`config.mk`:
```
export PLATFORM = sky130hd
export DESIGN_NAME = shr_unit
export DESIGN_NICKNAME = d
export VERILOG_FILES = /design/src/rtl/shr_pkg.sv /design/src/rtl/shr_dist.sv /design/src/rtl/shr_barrel.sv /design/src/rtl/shr_rotr.sv /design/src/rtl/shr_unit.sv
export SDC_FILE = /design/constraint.sdc
export NUM_CORES = 1
export LEC_CHECK = 0
export ABC_AREA = 1
export BUFFER_PORTS_ARGS = -buffer_cell sky130_fd_sc_hd__buf_4
export CAP_MARGIN = 30
export CORE_MARGIN = 3
export CORE_UTILIZATION = 45
export DETAILED_ROUTE_END_ITERATION = 12
export PLACE_DENSITY = 0.84
export SYNTH_ARGS = -nofsm -noshare
export SYNTH_HDL_FRONTEND = slang
export SYNTH_SLANG_ARGS = --single-unit
export TNS_END_PERCENT = 100
```
`constraint.sdc`:
```
create_clock -name vclk -period 2.88
set_clock_uncertainty 0.2 [all_clocks]
set_input_delay 0.864 -clock vclk [all_inputs]
set_output_delay 0.864 -clock vclk [all_outputs]
set_load 0.05 [all_outputs]
```
`src/rtl/shr_pkg.sv`:
```
`timescale 1ns/1ps
package shr_pkg;
  localparam int DATA_W = 8;
  localparam int DIST_W = 8;
  localparam int FUNC_W = 3;

  typedef enum logic [FUNC_W-1:0] {
    FN_LSR = 3'b000,
    FN_ASR = 3'b001,
    FN_ROR = 3'b010,
    FN_LSL = 3'b100,
    FN_ROL = 3'b110
  } shr_fn_e;
endpackage

```
`src/rtl/shr_dist.sv`:
```
`timescale 1ns/1ps
// Distance conditioning: saturated shift count and modulo rotate count.
module shr_dist #(
  parameter int W  = 8,
  parameter int AW = 8,
  localparam int SW = $clog2(W + 2),
  localparam int LW = $clog2(W)
) (
  input  logic [AW-1:0] amount_i,
  output logic [SW-1:0] shift_cnt_o,
  output logic [LW-1:0] rot_cnt_o,
  output logic          zero_o
);
  localparam logic [SW-1:0] SAT = SW'(W + 1);

  always_comb begin
    if (amount_i > AW'(W)) shift_cnt_o = SAT;
    else                   shift_cnt_o = amount_i[SW-1:0];
  end

  assign rot_cnt_o = amount_i[LW-1:0];
  assign zero_o    = (amount_i == '0);

  always_comb begin
    AST_SAT_RANGE: assert (shift_cnt_o <= SAT) else $error("shift count above saturation");
  end
endmodule

```
`src/rtl/shr_barrel.sv`:
```
`timescale 1ns/1ps
// Logarithmic right shifter with programmable fill.
module shr_barrel #(
  parameter int N  = 9,
  parameter int SW = 4
) (
  input  logic [N-1:0]  vec_i,
  input  logic [SW-1:0] cnt_i,
  input  logic          fill_i,
  output logic [N-1:0]  vec_o
);
  logic [N-1:0] st [SW+1];
  assign st[0] = vec_i;

  for (genvar s = 0; s < SW; s++) begin : g_stage
    localparam int SH = 1 << s;
    if (SH >= N) begin : g_full
      assign st[s+1] = cnt_i[s] ? {N{fill_i}} : st[s];
    end else begin : g_part
      assign st[s+1] = cnt_i[s] ? {{SH{fill_i}}, st[s][N-1:SH]} : st[s];
    end
  end

  assign vec_o = st[SW];
endmodule

```
`src/rtl/shr_rotr.sv`:
```
`timescale 1ns/1ps
// Logarithmic right rotator, W must be a power of two.
module shr_rotr #(
  parameter int W  = 8,
  localparam int LW = $clog2(W)
) (
  input  logic [W-1:0]  vec_i,
  input  logic [LW-1:0] cnt_i,
  output logic [W-1:0]  vec_o
);
  logic [W-1:0] st [LW+1];
  assign st[0] = vec_i;

  for (genvar s = 0; s < LW; s++) begin : g_stage
    localparam int SH = 1 << s;
    assign st[s+1] = cnt_i[s] ? {st[s][SH-1:0], st[s][W-1:SH]} : st[s];
  end

  assign vec_o = st[LW];

  always_comb begin
    AST_ROT_POPCOUNT: assert ($countones(vec_o) == $countones(vec_i)) else $error("rotate lost bits");
  end
endmodule

```
`src/rtl/shr_unit.sv`:
```
`timescale 1ns/1ps
module shr_unit
  import shr_pkg::*;
#(
  parameter int W  = shr_pkg::DATA_W,
  parameter int AW = shr_pkg::DIST_W
) (
  input  logic [W-1:0]      data_i,
  input  logic [AW-1:0]     amount_i,
  input  logic [FUNC_W-1:0] func_i,
  output logic [W-1:0]      result_o,
  output logic              carry_o,
  output logic              error_o
);
  localparam int SW = $clog2(W + 2);
  localparam int LW = $clog2(W);

  function automatic logic [W-1:0] bit_rev(input logic [W-1:0] v);
    logic [W-1:0] r;
    for (int i = 0; i < W; i++) r[i] = v[W-1-i];
    return r;
  endfunction

  logic          legal, is_left, is_rot, is_arith;
  logic [SW-1:0] shift_cnt;
  logic [LW-1:0] rot_cnt;
  logic          dist_zero;
  logic [W-1:0]  oriented, rot_res, pre_res;
  logic [W:0]    sh_ext;
  logic          fill, pre_car;

  always_comb begin
    unique case (func_i)
      FN_LSR, FN_ASR, FN_ROR, FN_LSL, FN_ROL: legal = 1'b1;
      default:                                legal = 1'b0;
    endcase
  end

  assign is_arith = func_i[0];
  assign is_rot   = func_i[1];
  assign is_left  = func_i[2];

  shr_dist #(.W(W), .AW(AW)) u_dist (
    .amount_i   (amount_i),
    .shift_cnt_o(shift_cnt),
    .rot_cnt_o  (rot_cnt),
    .zero_o     (dist_zero)
  );

  // Left moves run through the right datapath on the mirrored word.
  assign oriented = is_left ? bit_rev(data_i) : data_i;
  assign fill     = is_arith & ~is_left & data_i[W-1];

  // Extra low bit catches the last bit shifted out.
  shr_barrel #(.N(W + 1), .SW(SW)) u_barrel (
    .vec_i (({oriented, 1'b0})),
    .cnt_i (shift_cnt),
    .fill_i(fill),
    .vec_o (sh_ext)
  );

  shr_rotr #(.W(W)) u_rot (
    .vec_i(oriented),
    .cnt_i(rot_cnt),
    .vec_o(rot_res)
  );

  assign pre_res = is_rot ? rot_res : sh_ext[W:1];
  assign pre_car = is_rot ? (~dist_zero & rot_res[W-1]) : sh_ext[0];

  assign result_o = legal ? (is_left ? bit_rev(pre_res) : pre_res) : '0;
  assign carry_o  = legal & pre_car;
  assign error_o  = ~legal;

  always_comb begin
    AST_ILLEGAL_QUIET: assert (!error_o || (result_o == '0 && !carry_o)) else $error("illegal code leaked");
    AST_ZERO_DIST: assert (error_o || amount_i != '0 || (result_o == data_i && !carry_o)) else $error("zero distance altered data");
    AST_LOGIC_SAT: assert (!(func_i == FN_LSR || func_i == FN_LSL) || amount_i < AW'(W) || result_o == '0) else $error("logical shift not saturated");
    AST_ARITH_SAT: assert (func_i != FN_ASR || amount_i < AW'(W) || (result_o == {W{data_i[W-1]}} && carry_o == data_i[W-1])) else $error("arith shift not saturated");
    AST_LSR_TOPZERO: assert (func_i != FN_LSR || amount_i == '0 || !result_o[W-1]) else $error("logical right shift filled one");
  end
endmodule

```
==> impl_results.md, run 1 <==
* Yosys top cell area share at 33.66%
* Total track usage at 63.34%
* Largest net degree at the start of global routing at 13
* Post-Syn Area at 0.001037 mm2
* Hold buffer count at CTS at 0
* First-pass GRT wire length at 13.04 mm
* Outcome: aborted with a tool error
* Sequential share of the synthesized area at 0%
* Die span in y at 54.01 um
* Unique masters post-synth at 25
* RePlAce Congestion at 0.9249
* Error: [ERROR GRT-0116] Global routing finished with congestion. Check the congestion regions in the DRC Viewer.
* Vias in the first global route at 2413
* IO Pins at 29
* Starting density of the core at 50.30%
* Die Width at 54.01 um
* Mean Syn Cell Area at 4.651 um2
* Total placed cells including tap cells at 303
* Top cells by area, synth: nand2_1, nand3_1, nor2_1, o21ai_0, o211ai_1
* Leading area contributor after synthesis: nand2_1
* Yosys warns at 0
* Syn_nets at 242
* DP HPWL at 2.980 mm
* Core Rows at 16
* Port bufs at 29
* Grt ovf at 1
* Post-Synthesis Cells at 223
* Halt Stage: global routing
==> cells by family after synthesis <==
| family | count (synthesis) | synth area share (%) |
|---|---|---|
| simple gates | 165 | 67.79 |
| compound gates | 31 | 18.46 |
| buf+inv | 26 | 12.78 |
| mux | 1 | 0.9651 |
==> routing by layer <==
metal	global-route usage [%]	GRT overflow
met2	80.04	0
met3	53.19	0
met5	14.58	0
met4	54.77	1
met1	62.99	0
==> per-stage QoR <==
step / hold slack (ns) / setup slack (ns) / setup TNS [ns] / cell area, um2 / util, %
CTS: 2.057 / -0.5358 / -4.538 / 1993 / 96.66
detailed placement: 2.069 / -0.7209 / -5.984 / 1607 / 77.91
global placement: 2.065 / -0.6630 / -5.697 / 1607 / 77.91
floorplan: 1.680 / -0.4610 / -3.903 / 1180 / -
==> what timing repair did <==
action / in CTS
endpoints found under the setup margin: 9
pin swaps: 34
gates resized for setup: 95
setup buffers: 6
==> cell usage after synthesis (all sizes together) <==
cell	instances
a21oi	7
and2	1
buf	9
clkbuf	1
clkinv	1
inv	15
mux2i	1
nand2	97
nand3	41
nor2	23
o211ai	6
o21a	1
o21ai	16
o311ai	1
or2	3
==> run 2: changes to the inputs <==
--- a/config.mk
+++ b/config.mk
@@ -8,10 +8,10 @@
 export ABC_AREA = 1
 export BUFFER_PORTS_ARGS = -buffer_cell sky130_fd_sc_hd__buf_4
 export CAP_MARGIN = 30
-export CORE_MARGIN = 3
-export CORE_UTILIZATION = 45
+export CORE_AREA = 3 3 64 66
 export DETAILED_ROUTE_END_ITERATION = 12
-export PLACE_DENSITY = 0.84
+export DIE_AREA = 0 0 67 69
+export PLACE_DENSITY_LB_ADDON = 0.15
 export SYNTH_ARGS = -nofsm -noshare
 export SYNTH_HDL_FRONTEND = slang
 export SYNTH_SLANG_ARGS = --single-unit
==> constraint.sdc (replaced) <==
create_clock -name vclk -period 3.7
set_clock_uncertainty 0.2 [all_clocks]
set_input_delay 1.11 -clock vclk [all_inputs]
set_output_delay 1.11 -clock vclk [all_outputs]
set_load 0.05 [all_outputs]
==> run 2 against run 1 <==
  * The flow now finishes, with violations (negative setup slack)
  * Synthesized area unchanged
  * Synthesized cell count unchanged
==> impl_results.md, run 2 <==
* Leading area contributor after synthesis: nand2_1
* RSZ-0062 raised after global routing: true
* Failing checks: negative setup slack
* Die Width at 67 um
* Vias in the first global route at 1613
* Final hold vios at 0
* Clock buffer count at 0
* Syn_nets at 242
* Final WS setup at -0.2727 ns
* Critical path fanouts, max at 5
* Sequential share of the synthesized area at 0%
* Max VDD drop at 0.00008716 V
* Post-Syn Area at 0.001037 mm2
* Wire per inst at 12.30 um
* RePlAce Congestion at 0.9122
* Sw Ratio at 58.35%
* Layout cells sized above 1 at 55.56%
* DP HPWL at 3.020 mm
* Filler Cells Inserted at 348
* Iter 0 DRT Violations at 134
* Unique masters post-synth at 25
* Starting density of the core at 28.55%
* IO Pins at 29
* First-pass GRT wire length at 6.969 mm
* Footprint of the multi-input gates at 0.001348 mm2
* Pwr per Cell Area at 141.4 mW/mm2
* Antenna-violating nets left at 0
* Critical Path RT at 2.39 ns
* Die span in y at 69 um
* Ant diodes at 0
* Slew Limit Fails at 0
* GR peak layer: met2
* Seq cells at 0
* CP max-delay cell: a21oi_4
* Cell Chain, Critical Path: buf_8, nor2_4, nand2_4, a21oi_4, buf_12, nand2_4, nand2_1, nand3_1, nand3_2, nand3_2, nand2_1, nand2_2, a21oi_4, buf_8
* Lkg Pwr at 0.9731 nW
* GR Util met3 at 0.1629%
* Slowest stage delay, CP at 0.20 ns
* Core region area at 0.003633 mm2
* Type of element launching the critical path: primary input
* Antenna violations before repair at 0
* Mean Syn Cell Area at 4.651 um2
* Core Rows at 22
* Top cells by count, synth: nand2_1, nand3_1, nor2_1
* DRC violation count after routing at 0
* Grt ovf at 0
* Final Cell Area at 0.002147 mm2
* Seq pwr share at 0%
* Fmax achieved at 251.7 MHz
* Critical path arrival at 2.66 ns
* Internal power at 0.0001265 W
* Yosys warns at 0
* Post-Synthesis Cells at 223
* Avg Vias per Cell at 4.929
* Kind of critical path: primary input to output port
* Outcome: finished, violations left
* Most frequent cell after synthesis: nand2_1
* FF/Latch Area at 0 um2
* Combinational group share of total power at 100.0%
* Yosys top cell area share at 33.66%
* Port bufs at 29
* WL final at 4.134 mm
* DR vias at 1656
* Commonest non-fill, non-tap cell in the layout: nand2_1
* Worst hold path class: primary input to output port
* Area Growth Syn to Fin at 107.0%
* Hold Slack at 2.557 ns
* Layout Nets at 309
* Worst slew pin tran at 0.4524 ns
* Die ar. at 0.004623 mm2
* Clock power share at 0%
* Total track usage at 17.97%
* Max Cap Violations at 0
* Top cells by area, synth: nand2_1, nand3_1, nor2_1, o21ai_0, o211ai_1
* Commonest cells after routing, fill and taps aside: nand2_1, buf_4, nand3_1
* Met2 Track Usage GR at 30.79%
* Drt pass-1 iters at 4
* Largest net degree at the start of global routing at 14
* Crit. End Element: output port
* Switch Pwr at 0.0001772 W
* Minimum clock period at 3.973 ns
* Post-DP Area at 0.001625 mm2
* Finish-stage setup viols at 9
* GRT met1 Usage at 26.07%
* Final worst path period share at 107.4%
* Rel. slew slack at 69.36%
==> run 2: cell counts after synthesis <==
No cell type changed its count.
==> run 2: timing repair <==
action,CTS,global route
hold buffers,0,0
endpoints found under the setup margin,9,9
pin swaps,37,27
buffers inserted,8,3
gates cloned,1,1
resized for setup,75,36
endpoints found under the hold margin,0,0
==> run 2: final timing paths <==
| kind | start | endpoint | slack (ns) | cells past startpoint |
|---|---|---|---|---|
| worst max-delay path | amount_i[0] | result_o[0] | -0.27 | 14 |
| worst min-delay path | func_i[0] | error_o | 2.56 | 5 |
==> run 2: cell families (layout without fill, tap and decap cells) <==
| family | count (synthesis) | in the layout | share of synthesized area [%] |
|---|---|---|---|
| buffers and inverters | 26 | 90 | 12.78 |
| muxes | 1 | 1 | 0.9651 |
| and+or+nand+nor | 165 | 166 | 67.79 |
| AOI/OAI and AO/OA | 31 | 31 | 18.46 |
==> run 2: layout make-up <==
class	instances	share of cell area [%]
Inverter	16	3.380
Multi-Input combinational cell	198	62.76
Tap cell	48	2.797
Timing Repair Buffer	74	31.06
==> run 2: critical path: cells and delay by family <==
| family | cells | cell delay, ns |
|---|---|---|
| AO/OA/AOI/OAI | 2 | 0.34 |
| buffers and inverters | 3 | 0.40 |
| AND/OR/NAND/NOR | 9 | 0.80 |
==> run 2: per-layer routing <==
metal	part of all wire (%)	up-vias
li1	-	860
met1	44	751
met2	52	41
met3	3.0	4
met4	1.1	0
met5	0	-
==> run 2: power groups by stage <==
stage                     logic, W  clock network [W]  registers, W
final                     0.000304                  0             0
after floorplan           0.000164                  0             0
after global placement    0.000242                  0             0
after detailed placement  0.000242                  0             0
after CTS                 0.000281                  0             0
after global routing      0.000329                  0             0
==> run 2: stage by stage <==
step / total power [W] / utilization, % / setup TNS, ns / cells / worst slack (ns)
after global routing: 0.0003286 / 59.09 / -3.133 / 336 / -0.3816
after detailed placement: 0.0002421 / 44.73 / -3.349 / 323 / -0.4030
after floorplan: 0.0001637 / - / -0.9514 / 223 / -0.1330
after CTS: 0.0002807 / 54.10 / -1.823 / 332 / -0.2197
final: 0.0003037 / 59.09 / -2.143 / 336 / -0.2727
after global placement: 0.0002424 / 44.73 / -3.384 / 323 / -0.4116
Note: power is estimated with default switching activity, not from simulation.
==> run 3: changes to the inputs <==
--- a/config.mk
+++ b/config.mk
@@ -12,6 +12,7 @@
 export DETAILED_ROUTE_END_ITERATION = 12
 export DIE_AREA = 0 0 67 69
 export PLACE_DENSITY_LB_ADDON = 0.15
+export SLEW_MARGIN = 20
 export SYNTH_ARGS = -nofsm -noshare
 export SYNTH_HDL_FRONTEND = slang
 export SYNTH_SLANG_ARGS = --single-unit
==> constraint.sdc (replaced) <==
create_clock -name vclk -period 3.8
set_clock_uncertainty 0.2 [all_clocks]
set_input_delay 1.14 -clock vclk [all_inputs]
set_output_delay 1.14 -clock vclk [all_outputs]
set_load 0.05 [all_outputs]
==> run 3 against run 2 <==
  * The flow still finishes with violations (negative setup slack)
  * Non-clock buffer count fell by 5
  * Utilization fell by 2.3 points
  * Setup slack improved by 0.0056 ns
  * Sequential share of layout area did not move
  * Combinational power fell by 6%
  * Global-route usage fell by 0.42 points
  * Final cell count fell by 1.5%
  * Via count did not move
  * Die area did not move
  * Count of clock-buffer cells in the layout did not move
  * Power fell by 5.6%
  * Routed wire length fell by 2.3%
  * Largest cell class unchanged
==> impl_results.md, run 3 (synthesized netlist as in run 2, its figures left out) <==
* Outcome: finished, violations left
* Failing checks: negative setup slack
* RePlAce Congestion at 0.9192
* Worst slew pin tran at 0.4171 ns
* Total placed cells including tap cells at 322
* Starting density of the core at 28.55%
* Dpl ws at -0.3426 ns
* Layout Cells excl Fill at 331
* Seq cells at 0
* Total track usage at 17.54%
* Wire per inst at 12.20 um
* Avg Vias per Cell at 5.003
* Die ar. at 0.004623 mm2
* Core region area at 0.003633 mm2
* Antenna violations before repair at 0
* Crit. End Element: output port
* Largest net degree at the start of global routing at 14
* DR vias at 1656
* Setup TNS at -2.064 ns
* Vias in the first global route at 1564
* Layout Nets at 304
* Final worst path period share at 107.0%
* Commonest non-fill, non-tap cell in the layout: nand2_1
* Pwr per Cell Area at 139.0 mW/mm2
* Fmax achieved at 245.9 MHz
* Max VDD drop at 0.00008279 V
* Critical path arrival at 2.73 ns
* Worst hold stages at 4
* RSZ-0062 raised after global routing: true
* Slew Limit Fails at 0
* Grt ovf at 0
* DRC violation count after routing at 0
* Hold buffer count at CTS at 0
* Finish-stage setup viols at 9
* Utilization after layout at 56.78%
* Area Growth Syn to Fin at 98.91%
* Core Rows at 22
* Die Width at 67 um
* Critical path fanouts, max at 7
* Worst Min Path Start: func_i[0]
* Max Cap Violations at 0
* Iter 0 DRT Violations at 124
* Kind of critical path: primary input to output port
* Hold Slack at 2.505 ns
* Drt pass-1 iters at 5
* Antenna-violating nets left at 0
* Commonest cells after routing, fill and taps aside: nand2_1, buf_4, nand2_2
* Critical Path RT at 2.46 ns
* DP HPWL at 2.980 mm
* Minimum clock period at 4.067 ns
* Hold Path End: error_o
* Clock buffer count at 0
* Layout cells sized above 1 at 55.12%
* Worst hold path class: primary input to output port
* WL final at 4.037 mm
* Filler Cells Inserted at 370
* Die span in y at 69 um
* FF/Latch Area at 0 um2
* Final WS setup at -0.2671 ns
* Type of element launching the critical path: primary input
* Port bufs at 29
* Final hold vios at 0
* IO Pins at 29
* First-pass GRT wire length at 6.768 mm
* Lkg Pwr at 0.9406 nW
* Rel. slew slack at 71.76%
* Ant diodes at 0
## run 3: cell count changes in the layout (fill, tap and decap cells not counted), sizes merged
cell	previous run	this run
buf	74	69
## run 3: metrics by stage
step                cell area (um2)   power, W
floorplan                      1180  0.0001594
global placement               1618  0.0002352
detailed placement             1618  0.0002344
CTS                            1964  0.0002761
global route                   2063  0.0003097
finish                         2063  0.0002867
## run 3: worst max path at each step
stage                     start     endpoint  slack [ns]
global placement    amount_i[0]  result_o[1]       -0.37
detailed placement  amount_i[0]  result_o[6]       -0.34
global route        amount_i[0]  result_o[4]       -0.36
floorplan           amount_i[2]  result_o[0]       -0.09
finish              amount_i[0]  result_o[6]       -0.27
CTS                 amount_i[1]  result_o[4]       -0.17
## run 3: repair_timing
item | 4_1_cts | 5_1_grt
setup endpoints to repair | 9 | 9
resized for setup | 84 | 17
buffers inserted | 5 | 3
cloned | 1 | 0
pin swaps | 33 | 14
## run 3: cell type report
| class | count | area [um2] | share of cell area, % |
|---|---|---|---|
| well taps | 48 | 60.06 | 2.911 |
| inverters | 16 | 70.07 | 3.396 |
| repair buffers | 69 | 604.3 | 29.29 |
| multi-input cells | 198 | 1329 | 64.40 |
## run 3: worst max-delay path, stage by stage
cell and delay, ns:
buf_8 0.10, nor2_4 0.11, nand2_4 0.06, a21oi_4 0.22
buf_6 0.18, nand3_1 0.14, nand3_1 0.12, nand3_1 0.11
nand3_2 0.13, nand2_4 0.08, nor2_4 0.14, nor2_4 0.04
buf_6 0.14
## run 3: report_power, final
| group | switching, W | internal (W) | leakage [nW] |
|---|---|---|---|
| Sequential | 0 | 0 | 0 |
| Clock | 0 | 0 | 0 |
| Combinational | 0.000169 | 0.000118 | 0.941 |
## run 3: metal layers
layer  part of all wire, %  wire [um]  GRT usage [%]
met5                     0          0              0
met1                    45       1800          24.80
met2                    52       2096          30.57
met3                   3.3        133         0.1629
met4                  0.15          6          1.126
